**src/rtl/aud_rx_pkg.sv**
```systemverilog
package aud_rx_pkg;

    localparam int SMP_W = 24;
    localparam int CNT_W = 6;

    typedef logic [SMP_W-1:0] smp_t;

    typedef enum logic [1:0] {
        FMT_MSB_EDGE  = 2'd0,
        FMT_MSB_DELAY = 2'd1,
        FMT_LSB_END   = 2'd2,
        FMT_SYNC      = 2'd3
    } fmt_e;

    typedef enum logic [1:0] {
        WL_16  = 2'd0,
        WL_20  = 2'd1,
        WL_24  = 2'd2,
        WL_24X = 2'd3
    } wlen_e;

    // per-bit control shared by all lanes
    typedef struct packed {
        logic shift;      // bit enters the shift register
        logic commit;     // a word is complete
        logic side_r;     // completed word is the right channel
        logic from_prev;  // word is in the register before this bit
        logic pair_end;   // right word completes a left/right pair
    } lane_ctl_t;

    function automatic logic [CNT_W-1:0] wlen_bits(wlen_e w);
        case (w)
            WL_16:   return CNT_W'(16);
            WL_20:   return CNT_W'(20);
            default: return CNT_W'(24);
        endcase
    endfunction

    function automatic smp_t align_word(smp_t raw, wlen_e w);
        case (w)
            WL_16:   return {raw[15:0], 8'h00};
            WL_20:   return {raw[19:0], 4'h0};
            default: return raw;
        endcase
    endfunction

endpackage

```
**src/rtl/aud_rx_sync.sv**
```systemverilog
module aud_rx_sync #(
    parameter int NUM_LANES = 3
) (
    input  logic                 clk,
    input  logic                 rst,
    input  logic                 bclk_i,
    input  logic                 lrclk_i,
    input  logic [NUM_LANES-1:0] sdata_i,
    output logic                 bit_stb,
    output logic                 lr_bit,
    output logic [NUM_LANES-1:0] data_bits
);
    localparam int SW = NUM_LANES + 2;

    logic [SW-1:0] stage1;
    logic [SW-1:0] stage2;
    logic          bclk_prev;

    always_ff @(posedge clk) begin
        if (rst) begin
            stage1    <= '0;
            stage2    <= '0;
            bclk_prev <= 1'b0;
        end else begin
            stage1    <= {sdata_i, lrclk_i, bclk_i};
            stage2    <= stage1;
            bclk_prev <= stage2[0];
        end
    end

    assign bit_stb   = stage2[0] & ~bclk_prev;
    assign lr_bit    = stage2[1];
    assign data_bits = stage2[SW-1:2];

endmodule

```
**src/rtl/aud_rx_frame.sv**
```systemverilog
module aud_rx_frame
    import aud_rx_pkg::*;
(
    input  logic      clk,
    input  logic      rst,
    input  fmt_e      fmt,
    input  wlen_e     wlen,
    input  logic      bit_stb,
    input  logic      lr_bit,
    output lane_ctl_t ctl
);
    logic             seen_q, prev_lr_q, armed_q, side_q, have_left_q;
    logic             armed_n, side_n, have_left_n;
    logic [CNT_W-1:0] cnt_q, cnt_n;
    logic [CNT_W-1:0] wl, wl2;
    logic             lr_edge;

    assign wl      = wlen_bits(wlen);
    assign wl2     = {wl[CNT_W-2:0], 1'b0};
    assign lr_edge = seen_q && (lr_bit != prev_lr_q);

    always_comb begin
        ctl         = '0;
        cnt_n       = cnt_q;
        armed_n     = armed_q;
        side_n      = side_q;
        have_left_n = have_left_q;
        if (bit_stb && seen_q) begin
            case (fmt)
                FMT_MSB_EDGE, FMT_MSB_DELAY: begin
                    if (lr_edge) begin
                        ctl.shift = (fmt == FMT_MSB_EDGE);
                        cnt_n     = (fmt == FMT_MSB_EDGE) ? CNT_W'(1) : '0;
                        side_n    = (fmt == FMT_MSB_EDGE) ? ~lr_bit : lr_bit;
                    end else if (cnt_q < wl) begin
                        ctl.shift = 1'b1;
                        cnt_n     = cnt_q + CNT_W'(1);
                        if (cnt_q == wl - CNT_W'(1)) begin
                            ctl.commit = 1'b1;
                            ctl.side_r = side_q;
                        end
                    end
                end
                FMT_LSB_END: begin
                    ctl.shift = 1'b1;
                    if (lr_edge) begin
                        armed_n = 1'b1;
                        if (armed_q) begin
                            ctl.commit    = 1'b1;
                            ctl.from_prev = 1'b1;
                            ctl.side_r    = ~prev_lr_q;
                        end
                    end
                end
                default: begin
                    if (lr_bit && !prev_lr_q) begin
                        cnt_n = '0;
                    end else if (cnt_q < wl2) begin
                        ctl.shift = 1'b1;
                        cnt_n     = cnt_q + CNT_W'(1);
                        if (cnt_q == wl - CNT_W'(1)) begin
                            ctl.commit = 1'b1;
                        end else if (cnt_q == wl2 - CNT_W'(1)) begin
                            ctl.commit = 1'b1;
                            ctl.side_r = 1'b1;
                        end
                    end
                end
            endcase
        end
        ctl.pair_end = ctl.commit && ctl.side_r && have_left_q;
        if (ctl.commit) begin
            have_left_n = ~ctl.side_r;
        end
    end

    always_ff @(posedge clk) begin
        if (rst) begin
            seen_q      <= 1'b0;
            prev_lr_q   <= 1'b0;
            armed_q     <= 1'b0;
            side_q      <= 1'b0;
            have_left_q <= 1'b0;
            cnt_q       <= '1;
        end else begin
            cnt_q       <= cnt_n;
            armed_q     <= armed_n;
            side_q      <= side_n;
            have_left_q <= have_left_n;
            if (bit_stb) begin
                seen_q    <= 1'b1;
                prev_lr_q <= lr_bit;
            end
        end
    end

endmodule

```
**src/rtl/aud_rx_lane.sv**
```systemverilog
module aud_rx_lane
    import aud_rx_pkg::*;
(
    input  logic      clk,
    input  logic      rst,
    input  wlen_e     wlen,
    input  logic      bit_stb,
    input  lane_ctl_t ctl,
    input  logic      data_bit,
    output smp_t      left_o,
    output smp_t      right_o
);
    smp_t sr_q, sr_next, left_hold_q, word;

    assign sr_next = {sr_q[SMP_W-2:0], data_bit};
    assign word    = align_word(ctl.from_prev ? sr_q : sr_next, wlen);

    always_ff @(posedge clk) begin
        if (rst) begin
            sr_q        <= '0;
            left_hold_q <= '0;
            left_o      <= '0;
            right_o     <= '0;
        end else if (bit_stb) begin
            if (ctl.shift) begin
                sr_q <= sr_next;
            end
            if (ctl.commit && !ctl.side_r) begin
                left_hold_q <= word;
            end
            if (ctl.pair_end) begin
                left_o  <= left_hold_q;
                right_o <= word;
            end
        end
    end

endmodule

```
**src/rtl/aud_rx_top.sv**
```systemverilog
module aud_rx_top
    import aud_rx_pkg::*;
#(
    parameter int NUM_LANES = 3
) (
    input  logic                       clk,
    input  logic                       rst,
    input  logic [1:0]                 cfg_fmt,
    input  logic [1:0]                 cfg_wlen,
    input  logic                       bclk_i,
    input  logic                       lrclk_i,
    input  logic [NUM_LANES-1:0]       sdata_i,
    output logic [NUM_LANES*SMP_W-1:0] smp_left_o,
    output logic [NUM_LANES*SMP_W-1:0] smp_right_o,
    output logic                       smp_valid_o
);
    logic                 bit_stb, lr_bit;
    logic [NUM_LANES-1:0] data_bits;
    lane_ctl_t            ctl;

    aud_rx_sync #(.NUM_LANES(NUM_LANES)) u_sync (
        .clk       (clk),
        .rst       (rst),
        .bclk_i    (bclk_i),
        .lrclk_i   (lrclk_i),
        .sdata_i   (sdata_i),
        .bit_stb   (bit_stb),
        .lr_bit    (lr_bit),
        .data_bits (data_bits)
    );

    aud_rx_frame u_frame (
        .clk     (clk),
        .rst     (rst),
        .fmt     (fmt_e'(cfg_fmt)),
        .wlen    (wlen_e'(cfg_wlen)),
        .bit_stb (bit_stb),
        .lr_bit  (lr_bit),
        .ctl     (ctl)
    );

    for (genvar k = 0; k < NUM_LANES; k++) begin : g_lane
        aud_rx_lane u_lane (
            .clk      (clk),
            .rst      (rst),
            .wlen     (wlen_e'(cfg_wlen)),
            .bit_stb  (bit_stb),
            .ctl      (ctl),
            .data_bit (data_bits[k]),
            .left_o   (smp_left_o[k*SMP_W +: SMP_W]),
            .right_o  (smp_right_o[k*SMP_W +: SMP_W])
        );
    end

    always_ff @(posedge clk) begin
        if (rst) begin
            smp_valid_o <= 1'b0;
        end else begin
            smp_valid_o <= bit_stb && ctl.pair_end;
        end
    end

endmodule

```
**config.mk**
```make
export PLATFORM = sky130hd
export DESIGN_NAME = aud_rx_top
export DESIGN_NICKNAME = d
export VERILOG_FILES = /design/src/rtl/aud_rx_pkg.sv /design/src/rtl/aud_rx_sync.sv /design/src/rtl/aud_rx_frame.sv /design/src/rtl/aud_rx_lane.sv /design/src/rtl/aud_rx_top.sv
export SDC_FILE = /design/constraint.sdc
export NUM_CORES = 1
export LEC_CHECK = 0
export BUFFER_PORTS_ARGS = -buffer_cell sky130_fd_sc_hd__buf_2
export CAP_MARGIN = 20
export CELL_PAD_IN_SITES_DETAIL_PLACEMENT = 2
export CELL_PAD_IN_SITES_GLOBAL_PLACEMENT = 2
export CORE_MARGIN = 2
export CORE_UTILIZATION = 29
export DETAILED_ROUTE_END_ITERATION = 16
export HOLD_SLACK_MARGIN = 0.15
export PLACE_DENSITY = 0.68
export SYNTH_ARGS = -nofsm -noshare
export SYNTH_HDL_FRONTEND = slang
export SYNTH_SLANG_ARGS = --single-unit
```
**constraint.sdc**
```tcl
create_clock -name clk -period 10.45 [get_ports clk]
set_clock_uncertainty 0.1 [all_clocks]
set_input_delay 2.09 -clock clk [delete_from_list [all_inputs] [get_ports clk]]
set_output_delay 2.09 -clock clk [all_outputs]
set_load 0.02 [all_outputs]
```
### Yosys cells after proc, flatten, opt, wreduce, memory -nomap -nowiden

Index checks and enable logic that the tools add are counted.

* add/sub/neg operators: 3
* $lt $le $gt $ge: 2
* eq/ne operators: 7
* multiplexer cells: 28
* bitwise operators: 6
* reduce and logical (&&, ||, !) cells: 19

Operators by type and width (number)
* $pmux W24 S2: 3
* $mux W24: 3
* $mux W6: 4
* $mux W3: 5
* $eq A6 B6 Y1: 2
* $pmux W6 S2: 1
* $pmux W4 S2: 1
* $logic_and A1 B1 Y1: 7
* $add A6 B1 Y6 const B: 1
* $lt A6 B5 Y1: 1
* $lt A6 B6 Y1: 1
* $mux W1: 6
* $mux W2: 3
* $pmux W3 S2: 1
* $reduce_and A2 Y1: 3
* $reduce_and A3 Y1: 2
* $sub A5 B1 Y6 const B: 1
* $sub A6 B1 Y6 const B: 1
* $not A1 Y1: 5
* $eq A2 B1 Y1 const B: 2
* $logic_not A2 Y1: 2
* $mux W4: 1
* $reduce_and A4 Y1: 1
* $ne A3 B1 Y1 const B: 1
* other kinds (6): 7

* register bits: 311
* bits of input ports: 11
* logic and storage cells: 87

### Longest topological paths before layout

Gate-level depths: netlist (run 1).

* depth after elaboration: 13
* depth in mapped cells: 15
* depth with buffers taken out: 10

### Cells and area by module

From an unflattened synthesis (run 1), not the netlist that was laid out.

* cells, all modules: 1468
* area, all modules: 12803.5 um2

Modules (own cells, without submodules)
* aud_rx_lane: times used 3, cells each 442, area each 3832.4 um2
* aud_rx_frame: times used 1, cells each 113, area each 910.9 um2
* aud_rx_sync: times used 1, cells each 27, area each 366.6 um2
* aud_rx_top: times used 1, cells each 2, area each 28.8 um2

### Worst setup path before layout (run 1)

OpenSTA, ideal clock, no wires.

* path kind: input -> register
* start: input cfg_wlen[1]
* end: register g_lane[0].u_lane.left_hold_q[3]
* library setup time: 121 ps
* arrival: 4827 ps
* data required time: 10229 ps
* path slack: 5402 ps
* stages: 14
* path through: buf_2 > inv_1 > clkbuf_1 > clkbuf_1 > clkbuf_1 > ha_1 > nand2_1 > o211ai_1 > nor4_1 > a2bb2oi_2 > nand3_1 > buf_4 > buf_6 > mux2_4

* word-level cells in the longest chain between the ends: 13

Ends and longest elaborated chain
* start, declared: line aud_rx_top.sv:9 `input logic [1:0] cfg_wlen,`
* $eq A2 B1 Y1 / $logic_not A2 Y1 (equally long branches): line aud_rx_pkg.sv:32, aud_rx_pkg.sv:40
* $pmux W4 S2: line aud_rx_pkg.sv:32 `case (w)`
* $sub A6 B1 Y6: line aud_rx_frame.sv:63 `end else if (cnt_q == wl2 - CNT_W'(1)) begin`
* $eq A6 B6 Y1: line aud_rx_frame.sv:63
* $mux W2: line aud_rx_frame.sv:63
* $mux W1: line aud_rx_frame.sv:61 `if (cnt_q == wl - CNT_W'(1)) begin`
* $mux W3: line aud_rx_frame.sv:58 `end else if (cnt_q < wl2) begin`
* $mux W3: line aud_rx_frame.sv:56 `if (lr_bit && !prev_lr_q) begin`
* $pmux W3 S2: line aud_rx_frame.sv:29 `case (fmt)`
* $mux W4: line aud_rx_frame.sv:28 `if (bit_stb && seen_q) begin`
* $logic_not A1 Y1: line aud_rx_lane.sv:28 `if (ctl.commit && !ctl.side_r) begin`
* $logic_and A1 B1 Y1: line aud_rx_lane.sv:28
* $reduce_and A2 Y1 (no source line)
* end signal, assigned: line aud_rx_lane.sv:29 `left_hold_q <= word;`
* end, declared: line aud_rx_lane.sv:13 `smp_t sr_q, sr_next, left_hold_q, word;`

Parallel ways exist; a longest one is shown, timed or not.
A chain may end at the register's enable or synchronous reset.

### Final worst setup path (run 1)

* start: input cfg_wlen[0]
* end: register g_lane[0].u_lane.right_o[3]

* word-level cells in the longest chain between the ends: 13

Ends and longest elaborated chain
* $eq A2 B1 Y1 / $logic_not A2 Y1 (equally long branches): line aud_rx_pkg.sv:32, aud_rx_pkg.sv:40
* $pmux W4 S2: line aud_rx_pkg.sv:32
* $sub A6 B1 Y6: line aud_rx_frame.sv:63
* $eq A6 B6 Y1: line aud_rx_frame.sv:63
* $mux W2: line aud_rx_frame.sv:63
* $mux W1: line aud_rx_frame.sv:61
* $mux W3: line aud_rx_frame.sv:58
* $mux W3: line aud_rx_frame.sv:56
* $pmux W3 S2: line aud_rx_frame.sv:29
* $mux W4: line aud_rx_frame.sv:28
* $logic_and A1 B1 Y1 (2 in series): line aud_rx_frame.sv:71 `ctl.pair_end = ctl.commit && ctl.side_r && have_left_q;`
* $reduce_and A2 Y1 (no source line)
* end signal, assigned: line aud_rx_lane.sv:33 `right_o <= word;`
* end, declared: line aud_rx_lane.sv:11 `output smp_t right_o`

Parallel ways exist; a longest one is shown, timed or not.

==> results of run 1 <==
area by class of cell:
class	count	area share (%)
Tap cell	600	4.75
Clock buffer	59	7.23
Timing Repair Buffer	168	5.61
Multi-Input combinational cell	1095	42.0
Inverter	8	0.190
Sequential cell	311	39.4
Clock inverter	11	0.824
placed cells by master, fill, tap and decap left out, drive strengths merged, types with 6 or more instances in the layout:
cell type,netlist,final
o21ai,74,74
clkinv,0,6
mux2i,183,183
inv,8,10
clkbuf,68,59
a21oi,212,212
nor3,16,16
ha,6,6
o22ai,12,12
dfxtp,311,311
or3,12,12
buf,57,168
nor2,52,52
nand3b,60,60
nand2,308,308
nor2b,28,28
nand2b,77,77
mux2,12,12
power breakdown:
part / leakage, nW / internal, mW / switching (mW)
logic: 3.61 / 0.0223 / 0.0483
registers: 2.51 / 1.19 / 0.00171
clock network: 0.622 / 0.807 / 0.536
total: 6.74 / 2.02 / 0.586
registers in the layout, summed over array words and instances (netlist names):
signal	count
g_lane.u_lane.left_hold_q	72
u_frame.armed_q	1
u_sync.stage2	5
g_lane.u_lane.right_o	72
u_sync.stage1	5
u_frame.side_q	1
u_frame.prev_lr_q	1
g_lane.u_lane.left_o	72
u_frame.seen_q	1
smp_valid_o	1
g_lane.u_lane.sr_q	72
u_sync.bclk_prev	1
u_frame.cnt_q	6
u_frame.have_left_q	1
cells by family after synthesis:
logic type                 count (synthesis)
DFF                                      311
adders and majority gates                  6
xor gates and xnor gates                   5
muxes                                    195
AOI/OAI and AO/OA                        319
buffers and inverters                    133
and+or+nand+nor                          570
metal layers:
layer / part of all wire, % / vias up / global-route usage, % / wire (um)
met2: 46 / 133 / 28.1 / 18900
met4: 1.5 / 0 / 3.81 / 635
met1: 49 / 5454 / 23.4 / 20000
li1: - / 5382 / - / -
met3: 3.6 / 47 / 3.34 / 1470
met5: 0 / - / 0 / 0
worst paths after layout:
path / from / cells past startpoint / end / slack (ns)
worst min-delay path: u_sync.stage1[0] / 1 / u_sync.stage2[0] / 0.34
worst max-delay path: cfg_wlen[0] / 10 / g_lane[0].u_lane.right_o[3] / 4.18
worst max register to register: u_frame.prev_lr_q / 9 / g_lane[2].u_lane.left_hold_q[23] / 6.70
worst min register to register: u_sync.stage1[0] / 1 / u_sync.stage2[0] / 0.34
metrics by stage:
stage	setup slack [ns]	total power [mW]	area (sq um)	util, %
after floorplan	5.40	1.27	13400	-
after global placement	3.70	1.29	14500	31.9
after detailed placement	3.56	1.29	14500	31.9
after CTS	4.13	2.65	15800	34.7
after global routing	3.89	2.70	15800	34.7
final	4.18	2.60	15800	34.7
==> out/qor.yml, run 1 <==
status:
  outcome: "finished, final reports clean"
setup_path:
  critical-path-max-stage-delay_ns: 0.69
  cp_slowest_cell: "nand2_1"
  crit_chain: "buf_4, nand2_1, inv_1, ha_1, or3b_1, nor4_4, o2111ai_4, buf_4, or3_1, a21oi_1"
  path_max_fanout: 99
  crit_buf_inv: 3
  cp.arrival_ns: 6.66
  crit_path_start_kind: "input port"
  required_ns: 10.84
  endpoint_kind: "flop"
  cp_top_family: "simple AND/OR/NAND/NOR gates"
  crit_type: "input port to flop"
  cp_common_cell: "buf_4"
logic_synthesis:
  synth_top_family_by_area: "simple AND/OR/NAND/NOR gates"
  synth_top_area_cell: "dfxtp_1"
  ys_seq_area_share_pct: 46.5
  ys.flop_type: "dfxtp_1"
  synth_compound_area_share_pct: 12.8
  yosys.cell_count.top_type: "dfxtp_1"
  yosys.area_share.simple_pct: 20.5
  synth_top_area_share_pct: 46.5
  synth_xor_area_share_pct: 0.327
  synth_area_sq_um: 13400
  synth_area_leaders: "dfxtp_1, mux2i_1, nand2_1, a21oi_1, nand2b_1"
  synth.mux.area_fraction_pct: 14.9
  ys_async_sr_fraction_pct: 0
  synth_seq_cells: 311
  synth_fa_ha_area_share_pct: 0.561
  syn_inst: 1539
  synth_commonest_cells: "dfxtp_1, nand2_1, a21oi_1"
  synth_cell_type_count: 50
  avgSynthCellArea_sq_um: 8.70
  syn-num-nets: 1556
  ys_warn_count: 0
  synth-edff-count: 0
clock_network:
  clk_latency_ns: 0.56
  cts_hold_buf: 0
  clockBufferDepth: 3
  cts_root_buffer: "clkbuf_16"
  htree_levels: 2
  cts_tree: "yes"
  postCtsSetupBuffers: 0
  cts_sinks: 311
  cts_resized: 0
  clk_pin_slew_ns: 0.06
  cts-buffers-inserted: 39
route:
  via_per_inst: 4.89
  finalWirelength_um: 41000
  drt-wirelength-per-cell_um: 18.2
  firstDrtPassIters: 4
  ant_nets: 0
  drc: 0
  drt_iter0_drc: 449
  vias: 11000
floorplan:
  die_w_um: 219
  die-area_sq_um: 47900
  io_pins: 156
  fp.dieH_um: 219
  start_util_pct: 29.4
  coreArea_sq_um: 45500
  row_count: 78
placed_design:
  dp.final_hpwl_um: 26600
  placed_cells_incl_taps: 2182
  finalWeightedCongestion: 0.759
  port_buffers: 155
timing:
  period_share_pct: 60.0
  rsz0062_at_grt: "no"
  setup_viol: 0
  period_needed_ns: 6.27
  hold_ws_ns: 0.342
  setup_tns_ns: 0
  finalHoldViolCount: 0
  tightest_slew_ns: 1.06
  clock.fmax_mhz: 159
  slew_headroom_pct: 29.1
  drv_slew: 0
power:
  p_leak_nw: 6.74
  p_per_area_nw_per_um2: 165
  ir_drop_v: 0.000113
global_routing:
  grt_max_degree: 100
  grt_pass1_vias: 11800
  grt_pass1_wl_um: 66100
  overflow: 0
  grtUsageTotal_pct: 17.2
  grt_antenna_before_repair: 0
worst_hold_path:
  hold_path_class: "flop to flop"
layout:
  final_cells: 2252
  num-fill-cells: 5115
  multi_input_area_sq_um: 6630
  nets: 1640
  regArea_sq_um: 6230
  antennaDiodeCount: 0
  areaGrowthSynthToFinish_pct: 18.0
  drive_above_1_share_pct: 15.4
run:
  maxCapViolations: 0
(Power assumes the default switching activity.)
==> run 2, diff against run 1 <==
--- a/config.mk
+++ b/config.mk
@@ -13,7 +13,7 @@
 export CORE_UTILIZATION = 29
 export DETAILED_ROUTE_END_ITERATION = 16
 export HOLD_SLACK_MARGIN = 0.15
-export PLACE_DENSITY = 0.68
+export PLACE_DENSITY = 0.7
 export SYNTH_ARGS = -nofsm -noshare
 export SYNTH_HDL_FRONTEND = slang
 export SYNTH_SLANG_ARGS = --single-unit
==> constraint.sdc (replaced) <==
create_clock -name clk -period 5.3 [get_ports clk]
set_clock_uncertainty 0.1 [all_clocks]
set_input_delay 1.06 -clock clk [delete_from_list [all_inputs] [get_ports clk]]
set_output_delay 1.06 -clock clk [all_outputs]
set_load 0.02 [all_outputs]
==> out/qor.yml, run 2 (synthesized netlist as in run 1, its figures left out) <==
power:
  power_mw: 4.86
  p_sw_share_pct: 22.4
  netSwitchingPower_mw: 1.09
  ir_drop_v: 0.000160
  seqPwrFrac_pct: 48.3
  internal-power_mw: 3.77
  pwr-share-clk_pct: 48.9
  p_per_area_nw_per_um2: 309
  pwr-share-comb_pct: 2.9
  p_leak_nw: 6.71
clock_network:
  cts_resized: 0
  cts_tree: "yes"
  cts_root_buffer: "clkbuf_16"
  clk_pin_slew_ns: 0.06
  cts_hold_buf: 0
  cts_sinks: 311
  clk_latency_ns: 0.55
  clockBufferDepth: 3
  htree_levels: 2
  postCtsSetupBuffers: 0
  cts-buffers-inserted: 37
floorplan:
  start_util_pct: 29.4
  row_count: 78
  die-area_sq_um: 47900
  fp.dieH_um: 219
  die_w_um: 219
  coreArea_sq_um: 45500
  io_pins: 156
placed_design:
  dpl_cell_area_sq_um: 14600
  dp.final_hpwl_um: 27200
  finalWeightedCongestion: 0.717
  pre_cts_slack_ns: 0.985
  port_buffers: 155
timing:
  hold_ws_ns: 0.337
  postLayoutSetupSlackWorst_ns: 1.58
  setup_tns_ns: 0
  tightest_slew_ns: 1.03
  finalHoldViolCount: 0
  period_share_pct: 70.3
  drv_slew: 0
  period_needed_ns: 3.72
  setup_viol: 0
  clock.fmax_mhz: 269
  slew_headroom_pct: 30.9
  rsz0062_at_grt: "no"
global_routing:
  grt_util_met3_pct: 3.17
  overflow: 0
  grt_antenna_before_repair: 0
  grt_pass1_wl_um: 65000
  grtUsageTotal_pct: 17.0
  grt_max_degree: 105
  grt_pass1_vias: 11700
  grt.busiest_layer: "met2"
  use_met1_pct: 22.4
  grt_use_met2_pct: 28.6
route:
  drc: 0
  ant_nets: 0
  firstDrtPassIters: 4
  vias: 11000
  drt-wirelength-per-cell_um: 18.1
  via_per_inst: 4.87
  drt_iter0_drc: 419
  finalWirelength_um: 40700
layout:
  areaGrowthSynthToFinish_pct: 17.5
  final_cell_mix: "dfxtp_1, nand2_1, a21oi_1, mux2i_1, buf_2"
  drive_above_1_share_pct: 15.4
  mostFrequentLayoutCell: "dfxtp_1"
  design_area_sq_um: 15700
  nets: 1646
  antennaDiodeCount: 0
setup_path:
  required_ns: 5.63
  endpoint_kind: "flop"
  path_max_fanout: 28
  crit_path_start_kind: "input port"
  cp.arrival_ns: 4.05
  crit_type: "input port to flop"
status:
  outcome: "finished, final reports clean"
worst_hold_path:
  hold_path_class: "flop to flop"
run:
  maxCapViolations: 0
run 2: cell types whose count changed in the layout (fill, tap and decap cells not counted), sizes merged:
cell | previous run | this run
bufinv | 2 | 0
clkinv | 6 | 2
clkbuf | 59 | 55
clkinvlp | 1 | 2
buf | 168 | 176
run 2: cell type report:
cell class	count	area (sq um)
fill	5183	29800
multi-input combinational	1095	6630
sequential	311	6230
clock buffer	55	1060
timing repair buffer	176	983
tap	600	751
clock inverter	6	42.5
inverter	8	30.0
run 2: layer usage:
layer | vias to the layer above | routed length (um) | part of all wire (%)
met4 | 0 | 651 | 1.6
met3 | 43 | 1510 | 3.7
met1 | 5392 | 19400 | 48
li1 | 5387 | - | -
met2 | 143 | 19100 | 47
met5 | - | 0 | 0
run 2: power groups by stage:
stage               Clock, mW  Sequential [mW]  Combinational [mW]
floorplan                   0             2.40               0.104
detailed placement          0             2.40               0.143
global route             2.56             2.34               0.154
finish                   2.38             2.35               0.140
CTS                      2.46             2.35               0.143
global placement            0             2.40               0.141
run 2: path summary, 6_finish.rpt:
path	endpoint	startpoint	depth (start not counted)	slack, ns
max	g_lane[2].u_lane.left_hold_q[3]	cfg_wlen[1]	12	1.58
min reg2reg	u_sync.stage2[1]	u_sync.stage1[1]	1	0.34
min	u_sync.stage2[1]	u_sync.stage1[1]	1	0.34
max reg2reg	g_lane[2].u_lane.left_hold_q[23]	u_frame.prev_lr_q	9	2.07
run 2: critical path: stages:
cell and delay (ns):
buf_2 0.09, inv_1 0.04, nand2_1 0.06, buf_4 0.24, inv_1 0.11, ha_1 0.30, or3b_1 0.42, nor4_1 0.28
a2bb2oi_2 0.25, nand3_4 0.45, buf_12 0.40, mux2_4 0.31
run 2: stage by stage:
stage | cells | utilization, %
after detailed placement | 2190 | 32.1
after floorplan | 1539 | -
after CTS | 2251 | 34.6
after global placement | 2190 | 32.1
after global routing | 2251 | 34.6
final | 2251 | 34.6
==> run 3, diff against run 2 <==
==> constraint.sdc (replaced) <==
create_clock -name clk -period 3.4 [get_ports clk]
set_clock_uncertainty 0.1 [all_clocks]
set_input_delay 0.68 -clock clk [delete_from_list [all_inputs] [get_ports clk]]
set_output_delay 0.68 -clock clk [all_outputs]
set_load 0.02 [all_outputs]
==> out/qor.yml, run 3 (synthesized netlist as in run 1, its figures left out) <==
setup_path:
  cp_slowest_cell: "buf_4"
  reg2reg_from: "u_frame.prev_lr_q"
  r2r-end: "g_lane[2].u_lane.left_o[3]"
  required_ns: 3.77
  cp_top_family: "buffers and inverters"
  crit_buf_inv: 3
  cp.arrival_ns: 3.13
  r2r_cells: 10
  endpoint_kind: "flop"
  crit_type: "flop to flop"
  path_max_fanout: 72
  crit_chain: "inv_1, ha_1, and2b_1, a31oi_1, nor2_1, o2111ai_4, buf_12, buf_4, nand2_1, a21oi_1"
  critical-path-max-stage-delay_ns: 0.37
  crit_path_start_kind: "flop"
  reg2reg_slack_ns: 0.63
layout:
  drive_above_1_share_pct: 16.7
  nets: 1665
  antennaDiodeCount: 0
  mostFrequentLayoutCell: "dfxtp_1"
  areaGrowthSynthToFinish_pct: 20.4
  final_cell_mix: "dfxtp_1, nand2_1, a21oi_1, mux2i_1, buf_2"
floorplan:
  coreArea_sq_um: 45500
  io_pins: 156
  row_count: 78
  die-area_sq_um: 47900
  start_util_pct: 29.4
  fp.dieH_um: 219
  die_w_um: 219
timing:
  setup_viol: 0
  period_share_pct: 81.4
  slew_headroom_pct: 27.3
  rsz0062_at_grt: "no"
  period_needed_ns: 2.77
  tightest_slew_ns: 1.09
  drv_slew: 0
  finalHoldViolCount: 0
  clock.fmax_mhz: 362
  setup_tns_ns: 0
route:
  drc: 0
  vias: 11100
  ant_nets: 0
  firstDrtPassIters: 5
  finalWirelength_um: 41000
  via_per_inst: 4.88
  drt-wirelength-per-cell_um: 18.0
  drt_iter0_drc: 550
global_routing:
  grt_pass1_vias: 11900
  grt_pass1_wl_um: 66000
  grt_max_degree: 232
  grt_antenna_before_repair: 1
  grtUsageTotal_pct: 17.2
  overflow: 0
power:
  p_per_area_nw_per_um2: 489
  power_mw: 7.88
  ir_drop_v: 0.000282
  p_leak_nw: 6.91
worst_hold_path:
  worstHoldEndpoint: "u_sync.stage1[0]"
  hold_depth: 2
  hold_path_class: "input port to flop"
  min_from: "bclk_i"
clock_network:
  cts_root_buffer: "clkbuf_16"
  cts_hold_buf: 0
  clk_pin_slew_ns: 0.05
  postCtsSetupBuffers: 0
  clockBufferDepth: 3
  clk_latency_ns: 0.55
  cts-buffers-inserted: 38
  htree_levels: 2
  cts_tree: "yes"
  cts_resized: 0
  cts_sinks: 311
placed_design:
  finalWeightedCongestion: 0.758
  port_buffers: 155
  dp.final_hpwl_um: 27400
run:
  maxCapViolations: 0
status:
  outcome: "finished, final reports clean"
==> run 3: changes by cell type in the layout (fill, tap and decap cells not counted), sizes merged <==
cell / before / now
inv: 10 / 9
clkinvlp: 2 / 1
bufinv: 0 / 2
buf: 176 / 194
clkbuf: 55 / 57
clkinv: 2 / 5
==> run 3: where the power goes <==
| part | internal, mW | leakage (nW) | total [mW] | switching (mW) |
|---|---|---|---|---|
| Sequential | 3.65 | 2.51 | 3.66 | 0.00504 |
| Combinational | 0.0758 | 3.80 | 0.228 | 0.152 |
| Clock | 2.43 | 0.602 | 4.00 | 1.57 |
==> run 3: layout make-up <==
cell class,count,area [sq um]
Fill cell,5166,29400
Multi-Input combinational cell,1095,6630
Sequential cell,311,6230
Timing Repair Buffer,194,1260
Clock buffer,57,1120
Tap cell,600,751
Clock inverter,9,101
Inverter,8,30.0
==> run 3: per-stage QoR <==
| step | cell area [sq um] | instances | setup slack (ns) | hold WS, ns | util, % |
|---|---|---|---|---|---|
| 3_3_place_gp | 14900 | 2208 | 0.221 | 0.324 | 32.8 |
| 5_1_grt | 16100 | 2274 | 0.374 | 0.240 | 35.4 |
| 4_1_cts | 16100 | 2274 | 0.562 | 0.230 | 35.4 |
| 3_5_place_dp | 14900 | 2208 | 0.0861 | 0.328 | 32.8 |
| 2_1_floorplan | 13400 | 1539 | 0.00271 | 0.314 | - |
| 6_report | 16100 | 2274 | 0.634 | 0.256 | 35.4 |
==> run 3: per-layer routing <==
layer	GRT usage [%]	wire (um)
met1	23.0	19800
met2	28.6	19100
met3	3.26	1460
met4	3.67	580
met5	0	0
==> run 3: worst max path at each step <==
stage / startpoint / endpoint / cells after the start / slack (ns)
finish: u_frame.prev_lr_q / g_lane[2].u_lane.left_o[3] / 10 / 0.63
global route: u_frame.prev_lr_q / g_lane[2].u_lane.right_o[21] / 9 / 0.37
CTS: u_frame.prev_lr_q / g_lane[1].u_lane.right_o[22] / 9 / 0.56
detailed placement: cfg_wlen[1] / g_lane[2].u_lane.left_hold_q[17] / 12 / 0.09
floorplan: cfg_wlen[1] / g_lane[0].u_lane.left_hold_q[3] / 14 / 0.003
global placement: cfg_wlen[1] / g_lane[2].u_lane.left_hold_q[14] / 12 / 0.22
